<file path="src/rtl/clkdiv_pkg.sv">
package clkdiv_pkg;

  typedef enum logic [1:0] {
    ENC_PLUS1  = 2'd0,
    ENC_DIRECT = 2'd1,
    ENC_POW2   = 2'd2,
    ENC_TABLE  = 2'd3
  } enc_mode_e;

  // Two to the power e, saturated to all ones when it would not fit.
  function automatic logic [31:0] pow2_sat(input logic [31:0] e);
    if (e > 32'd30) return '1;
    return 32'd1 << e;
  endfunction

endpackage

</file>
<file path="src/rtl/clkdiv_decode.sv">
module clkdiv_decode
  import clkdiv_pkg::*;
#(
  parameter int FIELD_W = 4,
  parameter int DIV_W   = 8,
  parameter int MIN_DIV = 1,
  parameter int MAX_DIV = 40,
  parameter logic [(1<<FIELD_W)*DIV_W-1:0] TABLE = '0
) (
  input  enc_mode_e          mode,
  input  logic [FIELD_W-1:0] code,
  output logic               ok,
  output logic [DIV_W-1:0]   div
);
  localparam int TBL_N = 1 << FIELD_W;

  logic [DIV_W-1:0] tbl [TBL_N];
  logic [31:0]      wide;

  for (genvar i = 0; i < TBL_N; i++) begin : g_tbl
    assign tbl[i] = TABLE[i*DIV_W +: DIV_W];
  end

  always_comb begin
    unique case (mode)
      ENC_PLUS1:  wide = 32'(code) + 32'd1;
      ENC_DIRECT: wide = 32'(code);
      ENC_POW2:   wide = pow2_sat(32'(code));
      default:    wide = 32'(tbl[code]);
    endcase
    if (mode == ENC_TABLE) ok = (wide != 32'd0);
    else ok = (wide >= 32'(MIN_DIV)) && (wide <= 32'(MAX_DIV));
    div = wide[DIV_W-1:0];
  end
endmodule

</file>
<file path="src/rtl/clkdiv_ctrl.sv">
module clkdiv_ctrl
  import clkdiv_pkg::*;
#(
  parameter int REG_W      = 32,
  parameter int FIELD_LSB  = 0,
  parameter int FIELD_W    = 4,
  parameter int MODE_LSB   = 8,
  parameter int HOLD_BIT   = 10,
  parameter int COMMIT_BIT = 11,
  parameter int DIV_W      = 8
) (
  input  logic               clk,
  input  logic               rst_n,
  input  logic               wr_ok,
  input  logic               wr_bad,
  input  logic [REG_W-1:0]   wr_data,
  input  logic [DIV_W-1:0]   new_div,
  output logic [DIV_W-1:0]   tgt_div,
  output logic               pend,
  output logic               err,
  output logic [REG_W-1:0]   rd_data
);
  logic [FIELD_W-1:0] code_q;
  enc_mode_e          mode_q;
  logic               hold_q;
  logic               w_hold, w_commit;

  assign w_hold   = wr_data[HOLD_BIT];
  assign w_commit = wr_data[COMMIT_BIT];

  always_ff @(posedge clk or negedge rst_n) begin
    if (!rst_n) begin
      code_q  <= '0;
      mode_q  <= ENC_PLUS1;
      hold_q  <= 1'b0;
      tgt_div <= DIV_W'(1);
      pend    <= 1'b0;
      err     <= 1'b0;
    end else begin
      if (wr_ok) begin
        code_q <= wr_data[FIELD_LSB +: FIELD_W];
        mode_q <= enc_mode_e'(wr_data[MODE_LSB +: 2]);
        hold_q <= w_hold;
        if (!w_hold || w_commit) begin
          tgt_div <= new_div;
          pend    <= 1'b0;
        end else begin
          pend <= 1'b1;
        end
      end
      if (wr_bad) err <= 1'b1;
    end
  end

  always_comb begin
    rd_data = '0;
    rd_data[FIELD_LSB +: FIELD_W] = code_q;
    rd_data[MODE_LSB +: 2]        = mode_q;
    rd_data[HOLD_BIT]             = hold_q;
    rd_data[COMMIT_BIT]           = pend;
  end
endmodule

</file>
<file path="src/rtl/clkdiv_core.sv">
module clkdiv_core #(
  parameter int DIV_W = 8
) (
  input  logic             clk,
  input  logic             rst_n,
  input  logic [DIV_W-1:0] tgt_div,
  output logic [DIV_W-1:0] cur_div,
  output logic [DIV_W-1:0] cnt,
  output logic             period_end,
  output logic             clk_out
);
  logic [DIV_W-1:0] nxt_cnt, nxt_div;
  logic             hi_q;

  assign period_end = (cnt == cur_div - DIV_W'(1));

  always_comb begin
    if (period_end) begin
      nxt_cnt = '0;
      nxt_div = tgt_div;
    end else begin
      nxt_cnt = cnt + DIV_W'(1);
      nxt_div = cur_div;
    end
  end

  always_ff @(posedge clk or negedge rst_n) begin
    if (!rst_n) begin
      cnt     <= '0;
      cur_div <= DIV_W'(1);
      hi_q    <= 1'b0;
    end else begin
      cnt     <= nxt_cnt;
      cur_div <= nxt_div;
      hi_q    <= (nxt_cnt < (nxt_div >> 1));
    end
  end

  // Divide-by-one passes the input clock straight through.
  assign clk_out = (cur_div == DIV_W'(1)) ? clk : hi_q;
endmodule

</file>
<file path="src/rtl/clk_rate_div.sv">
module clk_rate_div
  import clkdiv_pkg::*;
#(
  parameter int REG_W      = 32,
  parameter int FIELD_LSB  = 0,
  parameter int FIELD_W    = 4,
  parameter int MODE_LSB   = 8,
  parameter int HOLD_BIT   = 10,
  parameter int COMMIT_BIT = 11,
  parameter int DIV_W      = 8,
  parameter int MIN_DIV    = 1,
  parameter int MAX_DIV    = 40,
  parameter logic [(1<<FIELD_W)*DIV_W-1:0] TABLE =
    128'h0a09000c_07050002_03060001_10000804
) (
  input  logic             clk,
  input  logic             rst_n,
  input  logic             wr_en,
  input  logic [REG_W-1:0] wr_data,
  output logic [REG_W-1:0] rd_data,
  output logic             clk_out,
  output logic             bad_code
);
  logic               code_ok;
  logic [DIV_W-1:0]   dec_div;
  logic               wr_ok, wr_bad;
  logic               wr_hold, wr_commit;
  logic [DIV_W-1:0]   tgt_div, cur_div, cnt_q;
  logic               period_end, pend;

  assign wr_ok     = wr_en && code_ok;
  assign wr_bad    = wr_en && !code_ok;
  assign wr_hold   = wr_data[HOLD_BIT];
  assign wr_commit = wr_data[COMMIT_BIT];

  clkdiv_decode #(
    .FIELD_W(FIELD_W), .DIV_W(DIV_W), .MIN_DIV(MIN_DIV),
    .MAX_DIV(MAX_DIV), .TABLE(TABLE)
  ) u_dec (
    .mode (enc_mode_e'(wr_data[MODE_LSB +: 2])),
    .code (wr_data[FIELD_LSB +: FIELD_W]),
    .ok   (code_ok),
    .div  (dec_div)
  );

  clkdiv_ctrl #(
    .REG_W(REG_W), .FIELD_LSB(FIELD_LSB), .FIELD_W(FIELD_W),
    .MODE_LSB(MODE_LSB), .HOLD_BIT(HOLD_BIT), .COMMIT_BIT(COMMIT_BIT),
    .DIV_W(DIV_W)
  ) u_ctrl (
    .clk     (clk),
    .rst_n   (rst_n),
    .wr_ok   (wr_ok),
    .wr_bad  (wr_bad),
    .wr_data (wr_data),
    .new_div (dec_div),
    .tgt_div (tgt_div),
    .pend    (pend),
    .err     (bad_code),
    .rd_data (rd_data)
  );

  clkdiv_core #(.DIV_W(DIV_W)) u_core (
    .clk        (clk),
    .rst_n      (rst_n),
    .tgt_div    (tgt_div),
    .cur_div    (cur_div),
    .cnt        (cnt_q),
    .period_end (period_end),
    .clk_out    (clk_out)
  );
endmodule

</file>
<file path="config.mk">
export PLATFORM = sky130hd
export DESIGN_NAME = clk_rate_div
export DESIGN_NICKNAME = d
export VERILOG_FILES = /design/src/rtl/clkdiv_pkg.sv /design/src/rtl/clkdiv_decode.sv /design/src/rtl/clkdiv_ctrl.sv /design/src/rtl/clkdiv_core.sv /design/src/rtl/clk_rate_div.sv
export SDC_FILE = /design/constraint.sdc
export NUM_CORES = 1
export LEC_CHECK = 0
export ABC_AREA = 1
export BUFFER_PORTS_ARGS = -buffer_cell sky130_fd_sc_hd__buf_4
export CAP_MARGIN = 10
export CORE_MARGIN = 5
export CORE_UTILIZATION = 35
export DETAILED_ROUTE_END_ITERATION = 12
export PLACE_DENSITY = 0.59
export RECOVER_POWER = 25
export SLEW_MARGIN = 10
export SYNTH_ARGS = -nofsm -noshare
export SYNTH_HDL_FRONTEND = slang
export SYNTH_SLANG_ARGS = --single-unit
</file>
<file path="constraint.sdc">
create_clock -name clk -period 3.45 [get_ports clk]
set_input_delay 0.69 -clock clk [delete_from_list [all_inputs] [get_ports clk]]
set_output_delay 0.69 -clock clk [all_outputs]
set_load 0.01 [all_outputs]
</file>
==> impl_metrics.yaml, run 1 <==
place:
  post-place-cells: 464
  portBuffers: 20
  place_ws_ps: 446
  place_area_sq_mm: 0.00275
  gpl.final_weighted_congestion: 0.876
  hpwl_microns: 4290
synth:
  list_of_most_frequent_post_synthesis_cells: "90 x nand2_1, 44 x inv_1, 32 x dfrtp_1"
  synthesis.yosys.warnings: 0
  synth_area_per_cell_sq_um: 7.45
  synth.lib_cells_used.distinct: 44
  synthSimpleGateAreaFrac: 0.292
  synth-seq-cells: 34
  synth_cells: 351
  synth.yosys.seq_area_share: 0.326
  synth_top_family_by_area: "simple AND/OR/NAND/NOR gates"
  synthDominantAreaCellType: "dfrtp_1"
  synth_xor_xnor_area_share: 0.0235
  yosys.area_share.adder: 0.0766
  synth_top_cells_by_area: "dfrtp_1 31%, nand2_1 13%, buf_4 7.8%"
  postSynth.asyncResetShare: 1.00
  post_synth_instance_area_sq_mm: 0.00261
  synth_top_cell_area_share: 0.306
  synth-compound-area-share: 0.108
  synth_edf_count: 0
  synth_mux_area_frac: 0.00431
  synth_most_common_cell: "nand2_1"
  synth_ff_type: "dfrtp_1"
floorplanning:
  fp.dieH_microns: 96.4
  coreArea_sq_mm: 0.00725
  num_io_pins: 69
  start_util: 0.360
  rows: 31
  chipWidth_microns: 96.4
  die_ar_sq_mm: 0.00930
timing:
  setup_slack_ps: 420
  timing.clock.skew_ps: 8.91
  hold_violations: 0
  hold_slack_ps: 459
  worst_pin_slew_ps: 1770
  slew_headroom: -0.183
  timing.final.max_slew_violations: 35
  min_period_ps: 3030
  setup_repair_after_global_routing_missed_its_margin: "false"
  final_min_period_over_clock_period: 0.878
  fmaxAchievable_mhz: 333
  setup-violations-final: 0
  final.setup.tns_ps: 0
final_layout:
  area_growth_syn_to_layout_pct: 9.72
  diodes: 0
  final.fill_count: 782
  area.sequential_sq_um: 853
  layoutNonFillerInstCount: 475
  post_route_cells_drive_above_1_share: 0.176
  layout.nets: 426
  post-route-cell-area_sq_mm: 0.00287
  multiInputGateArea_sq_mm: 0.00141
power:
  share_comb_of_total_power: 0.177
  netSwitchingFraction: 0.282
  internal_power_w: 0.000710
  share_clk_of_total_power: 0.372
  power.switching_w: 0.000278
  peak_vdd_ir_mv: 0.178
  ratio_of_total_power_to_cell_area_mw_per_mm2: 345
  power.leakage_nw: 1.63
  sequentialPowerShare: 0.451
clock_network:
  tritoncts: "yes"
  clock_latency_at_the_later_pin_of_the_worst_skew_pair_ps: 380
  post_cts_resized: 0
  clk_pin_slew_ps: 60
  cts_setup_buffers: 0
  cts_hold_repair.buffers: 0
setup_path:
  setup.worst_path.end: "clk_out"
  rrSetupSlack_ps: 450
  cp_num_buf_inv: 3
  critical-path-slowest-cell: "mux2_2"
  reg2reg_depth: 18
  rr_endpoint: "u_core.hi_q$_DFF_PN0_"
  crit_required_ps: 2760
  crit_path_start: "clk"
  highest_cell_delay_on_the_worst_timing_path_ps: 250
  kind_of_cell_adding_the_most_delay_to_the_critical_path: "buffers and inverters"
  signal_arrival_time_at_the_worst_endpoint_ps: 2340
  worst_r2r_startpoint: "u_core.cur_div[0]$_DFFE_PN1P_"
  worstPathMaxFanout: 2
  critical_path_cell_count: 4
  setup.worst_path.start_class: "clock port"
  worstPathCellList: "clkbuf_8 -> clkbuf_8 -> mux2_2 -> buf_4"
  setup.worst_path.end_class: "output port"
  cp_common_cell: "clkbuf_8"
  critPathKind: "clock port to output port"
route:
  wl_met2_microns: 2650
  dr_wl_met3_microns: 287
  first_pass_iters: 4
  total_number_of_vias: 2154
  highest-signal-layer: "met4"
  wirelength_microns: 5370
  post_drt_wl_per_cell_microns: 11.3
  first_iter_violations: 74
  met1_routed_length_microns: 2360
  routed_via_density: 4.53
  drtAntennaViolNets: 0
  drt_drc_violations_left: 0
worst_hold_path:
  min-delay-start: "u_ctrl.err$_DFFE_PN0P_"
  min_delay_path_depth: 1
  worst_hold_path_type: "register to register"
run:
  timing.max_cap.violations: 1
status:
  outcome: "finished, violations left"
  failed_checks: "max-capacitance violations, max-slew violations"
grt:
  first_global_vias: 2105
  grt_first_pass_wirelength_microns: 9320
  grt_use_total: 0.126
  initial_antenna_violation_count: 0
  grt-ovfl-total: 0
  grt_max_degree: 35
## cells in the final DEF (no fill, tap or decap), types with 2 or more instances in the layout
master	instances
clkinv_2	2
and3_1	2
inv_1	44
clkbuf_1	2
a21oi_1	9
conb_1	24
dfstp_2	2
clkbuf_8	8
a21o_1	2
o21ai_0	10
ha_1	16
nand2_2	5
nand4_1	2
nor3_1	4
nand3_1	18
xnor2_1	2
buf_4	20
nand2_1	90
xor2_1	5
nor2_1	27
a21oi_2	3
dfrtp_1	32
nand3_2	3
inv_2	7
nor2_2	4
clkinv_1	2
o21ai_1	12
o21ai_2	3
## through the flow
step / total power, W / util
2_1_floorplan: 0.000593 / -
3_3_place_gp: 0.000629 / 0.379
3_5_place_dp: 0.000632 / 0.379
4_1_cts: 0.00101 / 0.396
5_1_grt: 0.00105 / 0.395
6_report: 0.000988 / 0.395
## routing by layer
metal / GRT usage / vias to the layer above
li1: - / 1100
met1: 0.156 / 991
met2: 0.217 / 55
met5: 0 / -
met3: 0.0232 / 8
met4: 0.0479 / 0
## cells by family after synthesis
logic type	Yosys count
AO/OA/AOI/OAI	45
flip-flops	34
multiplexers	1
XOR/XNOR	7
AND/OR/NAND/NOR	163
adder cells (fa/ha/maj)	16
buffers and inverters	84
other	1
## cell type report
type	instances	share of cell area
multi-input cells	256	0.491
flip-flops and latches	34	0.298
inverters	54	0.0716
repair buffers	20	0.0510
well taps	99	0.0432
clock buffers	10	0.0423
clock inverters	2	0.00349
## power by group through the flow
stage               registers [W]  clock network, W  logic (W)
CTS                      0.000446          0.000386   0.000178
global placement         0.000453       0.000000255   0.000176
finish                   0.000446          0.000367   0.000175
detailed placement       0.000454       0.000000255   0.000178
floorplan                0.000457       0.000000255   0.000136
global route             0.000449          0.000399   0.000197
## flip-flops by register name, indices dropped and copies added, names as in the netlist
signal,count
u_ctrl.pend,1
u_ctrl.hold_q,1
u_ctrl.code_q,4
u_ctrl.err,1
u_ctrl.mode_q,2
u_core.cnt,8
u_core.hi_q,1
u_core.cur_div,8
u_ctrl.tgt_div,8
## worst register-to-register path: stages, from the launching register on
cell and delay [ps]:
dfstp_2 550, inv_2 70, ha_1 300, inv_1 40, nand2_1 60, nand2_1 50, nor2_1 160, nand2_1 80
nor2_1 100, nand2_1 50, nor2_1 150, nand2_2 260, nand2_1 160, o21ai_1 90, ha_1 310, a21o_1 160
a21oi_1 110, o21ai_0 110, a21oi_2 130
## worst min-delay path by stage
stage                     slack [ps]                          end
after floorplan                  390      u_core.cnt[0]$_DFF_PN0_
after global placement           450       u_ctrl.err$_DFFE_PN0P_
after detailed placement         450       u_ctrl.err$_DFFE_PN0P_
after CTS                        250  u_core.cur_div[1]$_DFF_PN0_
after global routing             480       u_ctrl.err$_DFFE_PN0P_
final                            460       u_ctrl.err$_DFFE_PN0P_
(Power assumes the default switching activity.)
==> run 2, diff against run 1 <==
--- a/config.mk
+++ b/config.mk
@@ -5,7 +5,6 @@
 export SDC_FILE = /design/constraint.sdc
 export NUM_CORES = 1
 export LEC_CHECK = 0
-export ABC_AREA = 1
 export BUFFER_PORTS_ARGS = -buffer_cell sky130_fd_sc_hd__buf_4
 export CAP_MARGIN = 10
 export CORE_MARGIN = 5
@@ -13,7 +12,9 @@
 export DETAILED_ROUTE_END_ITERATION = 12
 export PLACE_DENSITY = 0.59
 export RECOVER_POWER = 25
+export REMOVE_ABC_BUFFERS = 1
 export SLEW_MARGIN = 10
 export SYNTH_ARGS = -nofsm -noshare
 export SYNTH_HDL_FRONTEND = slang
 export SYNTH_SLANG_ARGS = --single-unit
+export TNS_END_PERCENT = 5
==> run 2 against run 1 <==
Net effect:
- the run still ends with max-capacitance violations, max-slew violations left
- sequential share of layout area is 0.40 points higher
- die area is 5.1% lower
- register-to-register slack got worse by 210 ps
- utilization is 1.9 points higher
- sequential power about the same
- non-clock buffer count is 8 higher
- count of clock-buffer cells in the layout grew 1
- setup slack worse by 180 ps
==> impl_metrics.yaml, run 2 <==
final_layout:
  post_route_cells_drive_above_1_share: 0.293
  final.fill_count: 680
  final_core_utilization: 0.415
  layout.nets: 313
  diodes: 0
  area_growth_syn_to_layout_pct: 15.0
  layoutNonFillerInstCount: 359
  final_common_cell: "dfrtp_1"
  reg.largest.list: "u_core.cnt x8, u_core.cur_div x8, u_ctrl.tgt_div x8"
  layout.cells.most_common_list: "31 x dfrtp_1, 28 x buf_4, 24 x conb_1"
synth:
  synth_ff_type: "dfrtp_1"
  synth_top_cell_area_share: 0.325
  synth_top_cells_by_area: "dfrtp_1 33%, ha_1 8.1%, buf_4 7.9%"
  post_synth_instance_area_sq_mm: 0.00246
  synth_cells: 231
  synth_edf_count: 0
  synth_area_per_cell_sq_um: 10.7
  list_of_most_frequent_post_synthesis_cells: "32 x dfrtp_1, 26 x buf_4, 16 x ha_1, 16 x inv_1, 13 x xnor2_1"
  synthDominantAreaCellType: "dfrtp_1"
  synth.yosys.seq_area_share: 0.346
  synth_mux_area_frac: 0.121
  synth.lib_cells_used.distinct: 53
  synth_top_family_by_area: "simple AND/OR/NAND/NOR gates"
  postSynth.asyncResetShare: 1.00
  synth_most_common_cell: "dfrtp_1"
  synth-compound-area-share: 0.113
  synthSimpleGateAreaFrac: 0.143
  synth-seq-cells: 34
  yosys.area_share.adder: 0.0813
  synthesis.yosys.warnings: 0
  synth_xor_xnor_area_share: 0.0675
power:
  power.leakage_nw: 1.40
  peak_vdd_ir_mv: 0.239
  share_clk_of_total_power: 0.431
  ratio_of_total_power_to_cell_area_mw_per_mm2: 384
  netSwitchingFraction: 0.244
  internal_power_w: 0.000824
  sequentialPowerShare: 0.411
  share_comb_of_total_power: 0.158
  power.switching_w: 0.000266
clock_network:
  clock_latency_at_the_later_pin_of_the_worst_skew_pair_ps: 390
  tritoncts: "yes"
  clk_pin_slew_ps: 70
run:
  timing.max_cap.violations: 1
timing:
  fmaxAchievable_mhz: 311
  slew_headroom: -0.205
  min_period_ps: 3210
  hold_slack_ps: 463
  final_min_period_over_clock_period: 0.932
  worst_pin_slew_ps: 1810
  final.setup.tns_ps: 0
  setup-violations-final: 0
  setup_slack_ps: 236
  timing.final.max_slew_violations: 35
  hold_violations: 0
  timing.clock.skew_ps: 4.28
  setup_repair_after_global_routing_missed_its_margin: "false"
grt:
  first_global_vias: 1825
  initial_antenna_violation_count: 0
  grt_use_total: 0.122
  grt_first_pass_wirelength_microns: 8270
  grt_max_degree: 35
  grt-ovfl-total: 0
setup_path:
  kind_of_cell_adding_the_most_delay_to_the_critical_path: "simple AND/OR/NAND/NOR gates"
  critPathKind: "register to register"
  crit_required_ps: 3760
  critical-path-slowest-cell: "or4_1"
  rrSetupSlack_ps: 240
  signal_arrival_time_at_the_worst_endpoint_ps: 3520
  worstPathMaxFanout: 6
  cp_num_buf_inv: 1
  setup.worst_path.start_class: "register"
  setup.worst_path.end_class: "register"
  highest_cell_delay_on_the_worst_timing_path_ps: 630
  worstPathCellList: "or4_1 -> nor2_1 -> xnor2_1 -> nand4_4 -> buf_4 -> mux2i_1 -> ha_1 -> a21o_1 -> a21oi_1 -> nand2_1 -> nand2_1 -> a21oi_1 -> o21a_1 -> nor3_1"
route:
  wirelength_microns: 4970
  total_number_of_vias: 1675
  drtAntennaViolNets: 0
  post_drt_wl_per_cell_microns: 13.9
  first_iter_violations: 60
  drt_drc_violations_left: 0
  routed_via_density: 4.67
  first_pass_iters: 4
floorplanning:
  start_util: 0.361
  rows: 30
  die_ar_sq_mm: 0.00882
  num_io_pins: 69
  fp.dieH_microns: 93.9
  coreArea_sq_mm: 0.00683
  chipWidth_microns: 93.9
place:
  post-place-cells: 346
  gpl.final_weighted_congestion: 0.828
  portBuffers: 20
  hpwl_microns: 3740
  place_ws_ps: 74.0
worst_hold_path:
  worst_hold_path_type: "register to register"
status:
  failed_checks: "max-capacitance violations, max-slew violations"
  outcome: "finished, violations left"
run 2: area by class of cell:
class                      count  area, sq um  share of cell area
tap                           96          120              0.0424
inverter                      16         60.1              0.0212
timing repair buffer          28          206              0.0728
clock buffer                  11          135              0.0477
clock inverter                 1         30.0              0.0106
multi-input combinational    173         1430               0.504
sequential                    34          855               0.302
run 2: path summary, 6_finish.rpt:
path / endpoint / depth (start not counted) / start
setup / recovery: u_core.hi_q$_DFF_PN0_ / 14 / u_core.cur_div[2]$_DFF_PN0_
hold / removal: u_ctrl.err$_DFFE_PN0P_ / 1 / u_ctrl.err$_DFFE_PN0P_
setup reg to reg: u_core.hi_q$_DFF_PN0_ / 14 / u_core.cur_div[2]$_DFF_PN0_
hold reg to reg: u_ctrl.err$_DFFE_PN0P_ / 1 / u_ctrl.err$_DFFE_PN0P_
max in group asynchronous: u_core.cur_div[1]$_DFF_PN0_ / 1 / rst_n
min in group asynchronous: u_ctrl.mode_q[1]$_DFFE_PN0P_ / 1 / rst_n
run 2: per-layer routing:
| layer | vias up | part of all wire | global-route usage |
|---|---|---|---|
| met5 | - | 0 | 0 |
| li1 | 820 | - | - |
| met3 | 6 | 0.067 | 0.0601 |
| met4 | 0 | 0.012 | 0.0469 |
| met1 | 800 | 0.44 | 0.137 |
| met2 | 49 | 0.48 | 0.196 |
run 2: repair_timing:
item	in CTS	in global routing
setup endpoints to repair	0	1
gates resized for setup	0	6
hold buffers	0	0
buffers inserted	0	1
run 2: power groups by stage:
stage | Combinational, W | Clock, W | Sequential, W
2_1_floorplan | 0.0000947 | 0.000000191 | 0.000458
3_3_place_gp | 0.000173 | 0.000000191 | 0.000454
3_5_place_dp | 0.000175 | 0.000000191 | 0.000455
4_1_cts | 0.000176 | 0.000484 | 0.000448
5_1_grt | 0.000191 | 0.000511 | 0.000452
6_report | 0.000173 | 0.000469 | 0.000448
run 2: logic make-up (layout without fill, tap and decap cells):
group,Yosys count,after routing
xor+xnor,19,19
other cells,1,24
flops,34,34
compound gates,34,34
fa+ha+maj,16,16
mux,25,25
buf+inv,48,56
simple gates,54,55
run 2: through the flow:
step / area, sq um / power, W
after floorplan: 2300 / 0.000553
after global placement: 2630 / 0.000627
after detailed placement: 2630 / 0.000631
after CTS: 2790 / 0.00111
after global routing: 2830 / 0.00115
final: 2830 / 0.00109
==> run 3, diff against run 2 <==
--- a/config.mk
+++ b/config.mk
@@ -13,6 +13,7 @@
 export PLACE_DENSITY = 0.59
 export RECOVER_POWER = 25
 export REMOVE_ABC_BUFFERS = 1
+export SETUP_SLACK_MARGIN = 0.4
 export SLEW_MARGIN = 10
 export SYNTH_ARGS = -nofsm -noshare
 export SYNTH_HDL_FRONTEND = slang
==> run 3 against run 2 <==
Net effect:
- the run still ends with max-capacitance violations, max-slew violations left
- count of clock-buffer cells in the layout unchanged
- sequential power hardly changed
- design area is 6.5% higher
- hold slack barely moved
- flip-flop and latch count did not move
- register-to-register slack improved by 100 ps
- sequential share of layout area is 1.8 points lower
- non-clock buffer count increased by 10
- combinational power hardly changed
- routed wire length up 4.6%
- die area stayed put
- critical path type unchanged
- critical endpoint unchanged
- largest cell class unchanged
==> impl_metrics.yaml, run 3 (synthesized netlist as in run 2, its figures left out) <==
timing:
  setup-violations-final: 0
  timing.clock.skew_ps: 7.82
  hold_violations: 0
  slew_headroom: -0.190
  final.setup.tns_ps: 0
  timing.final.max_slew_violations: 35
  worst_pin_slew_ps: 1790
  final_min_period_over_clock_period: 0.902
  setup_repair_after_global_routing_missed_its_margin: "true"
  min_period_ps: 3110
  fmaxAchievable_mhz: 321
floorplanning:
  rows: 30
  coreArea_sq_mm: 0.00683
  num_io_pins: 69
  die_ar_sq_mm: 0.00882
  fp.dieH_microns: 93.9
  start_util: 0.361
  chipWidth_microns: 93.9
worst_hold_path:
  worst_hold_path_type: "register to register"
clock_network:
  clock_latency_at_the_later_pin_of_the_worst_skew_pair_ps: 390
  clk_pin_slew_ps: 70
  tritoncts: "yes"
  cts_hold_repair.buffers: 0
grt:
  first_global_vias: 1904
  grt-ovfl-total: 0
  grt_use_total: 0.128
  grt_max_degree: 35
  initial_antenna_violation_count: 0
  grt_first_pass_wirelength_microns: 8740
setup_path:
  setup.worst_path.start_class: "register"
  signal_arrival_time_at_the_worst_endpoint_ps: 3420
  critPathKind: "register to register"
  crit_required_ps: 3760
  worstPathMaxFanout: 5
  setup.worst_path.end_class: "register"
route:
  first_pass_iters: 6
  first_iter_violations: 51
  wirelength_microns: 5210
  post_drt_wl_per_cell_microns: 14.1
  total_number_of_vias: 1732
  routed_via_density: 4.69
  drtAntennaViolNets: 0
  drt_drc_violations_left: 0
place:
  place_area_sq_mm: 0.00263
  portBuffers: 20
  gpl.final_weighted_congestion: 0.828
  hpwl_microns: 3740
final_layout:
  area_growth_syn_to_layout_pct: 22.5
  post-route-cell-area_sq_mm: 0.00302
  final_common_cell: "buf_4"
  diodes: 0
  layout.cells.most_common_list: "35 x buf_4, 31 x dfrtp_1, 24 x conb_1"
  post_route_cells_drive_above_1_share: 0.363
  layout.nets: 323
  reg.largest.list: "u_core.cnt x8, u_core.cur_div x8, u_ctrl.tgt_div x8"
status:
  outcome: "finished, violations left"
  failed_checks: "max-capacitance violations, max-slew violations"
power:
  ratio_of_total_power_to_cell_area_mw_per_mm2: 361
  power.leakage_nw: 1.47
  peak_vdd_ir_mv: 0.239
run:
  timing.max_cap.violations: 1
-- run 3: cell types whose count changed in the layout (fill, tap and decap cells not counted), moves of 2 or more --
| cell | change |
|---|---|
| mux2i_1 | -3 |
| buf_6 | +3 |
| ha_4 | +2 |
| mux2i_2 | +2 |
| buf_4 | +7 |
| xnor2_2 | +3 |
| xnor2_1 | -3 |
-- run 3: per-layer routing --
layer | share of wire | wire (microns) | GRT usage | up-vias
met4 | 0.017 | 87 | 0.0578 | 0
met2 | 0.50 | 2580 | 0.211 | 49
li1 | - | - | - | 839
met3 | 0.062 | 325 | 0.0521 | 11
met5 | 0 | 0 | 0 | -
met1 | 0.43 | 2210 | 0.144 | 833
-- run 3: cell type report --
cell class,instances,area (sq um)
timing repair buffer,38,293
inverter,16,60.1
clock inverter,1,30.0
clock buffer,11,135
sequential,34,855
multi-input combinational,173,1530
fill,665,3810
tap,96,120
-- run 3: through the flow --
stage | setup WS (ps) | utilization | power (W) | hold slack (ps) | cells
2_1_floorplan | 326 | - | 0.000553 | 394 | 222
3_3_place_gp | 136 | 0.385 | 0.000627 | 449 | 346
3_5_place_dp | 74.0 | 0.385 | 0.000631 | 454 | 346
4_1_cts | 337 | 0.427 | 0.00111 | 245 | 362
5_1_grt | 177 | 0.442 | 0.00115 | 481 | 369
6_report | 339 | 0.442 | 0.00109 | 463 | 369
-- run 3: path summary, 6_finish.rpt --
kind / from / to / slack, ps / cells past startpoint
max: u_core.cur_div[2]$_DFF_PN0_ / u_core.hi_q$_DFF_PN0_ / 340 / 13
min in group asynchronous: rst_n / u_ctrl.mode_q[1]$_DFFE_PN0P_ / 760 / 1
max reg2reg: u_core.cur_div[2]$_DFF_PN0_ / u_core.hi_q$_DFF_PN0_ / 340 / 13
max in group asynchronous: rst_n / u_core.cur_div[1]$_DFF_PN0_ / 1520 / 1
min: u_ctrl.err$_DFFE_PN0P_ / u_ctrl.err$_DFFE_PN0P_ / 460 / 1
min reg2reg: u_ctrl.err$_DFFE_PN0P_ / u_ctrl.err$_DFFE_PN0P_ / 460 / 1
-- run 3: worst max-delay path, cell delays in order (launching register included) --
cell and delay [ps]:
dfrtp_1 390, or4_4 580, nor4_4 200, xnor2_2 200, nand4_4 240, mux2i_4 260, ha_1 270, o21a_1 190
o2111ai_2 200, nand2_1 80, nand2_1 80, a21oi_1 40, o21a_1 170, nor3_1 130
-- run 3: what timing repair did --
action | CTS | global route
setup endpoints to repair | 2 | 2
cloned | 1 | 0
setup buffers | 4 | 7
resized for setup | 15 | 9
pin swaps | 3 | 9
-- run 3: report_power, final --
part           total (W)  internal, W  switching (W)  leakage, nW
combinational   0.000173    0.0000847      0.0000882        0.958
sequential      0.000449     0.000430      0.0000187        0.424
clock           0.000468     0.000309       0.000159       0.0909
total            0.00109     0.000824       0.000266         1.47
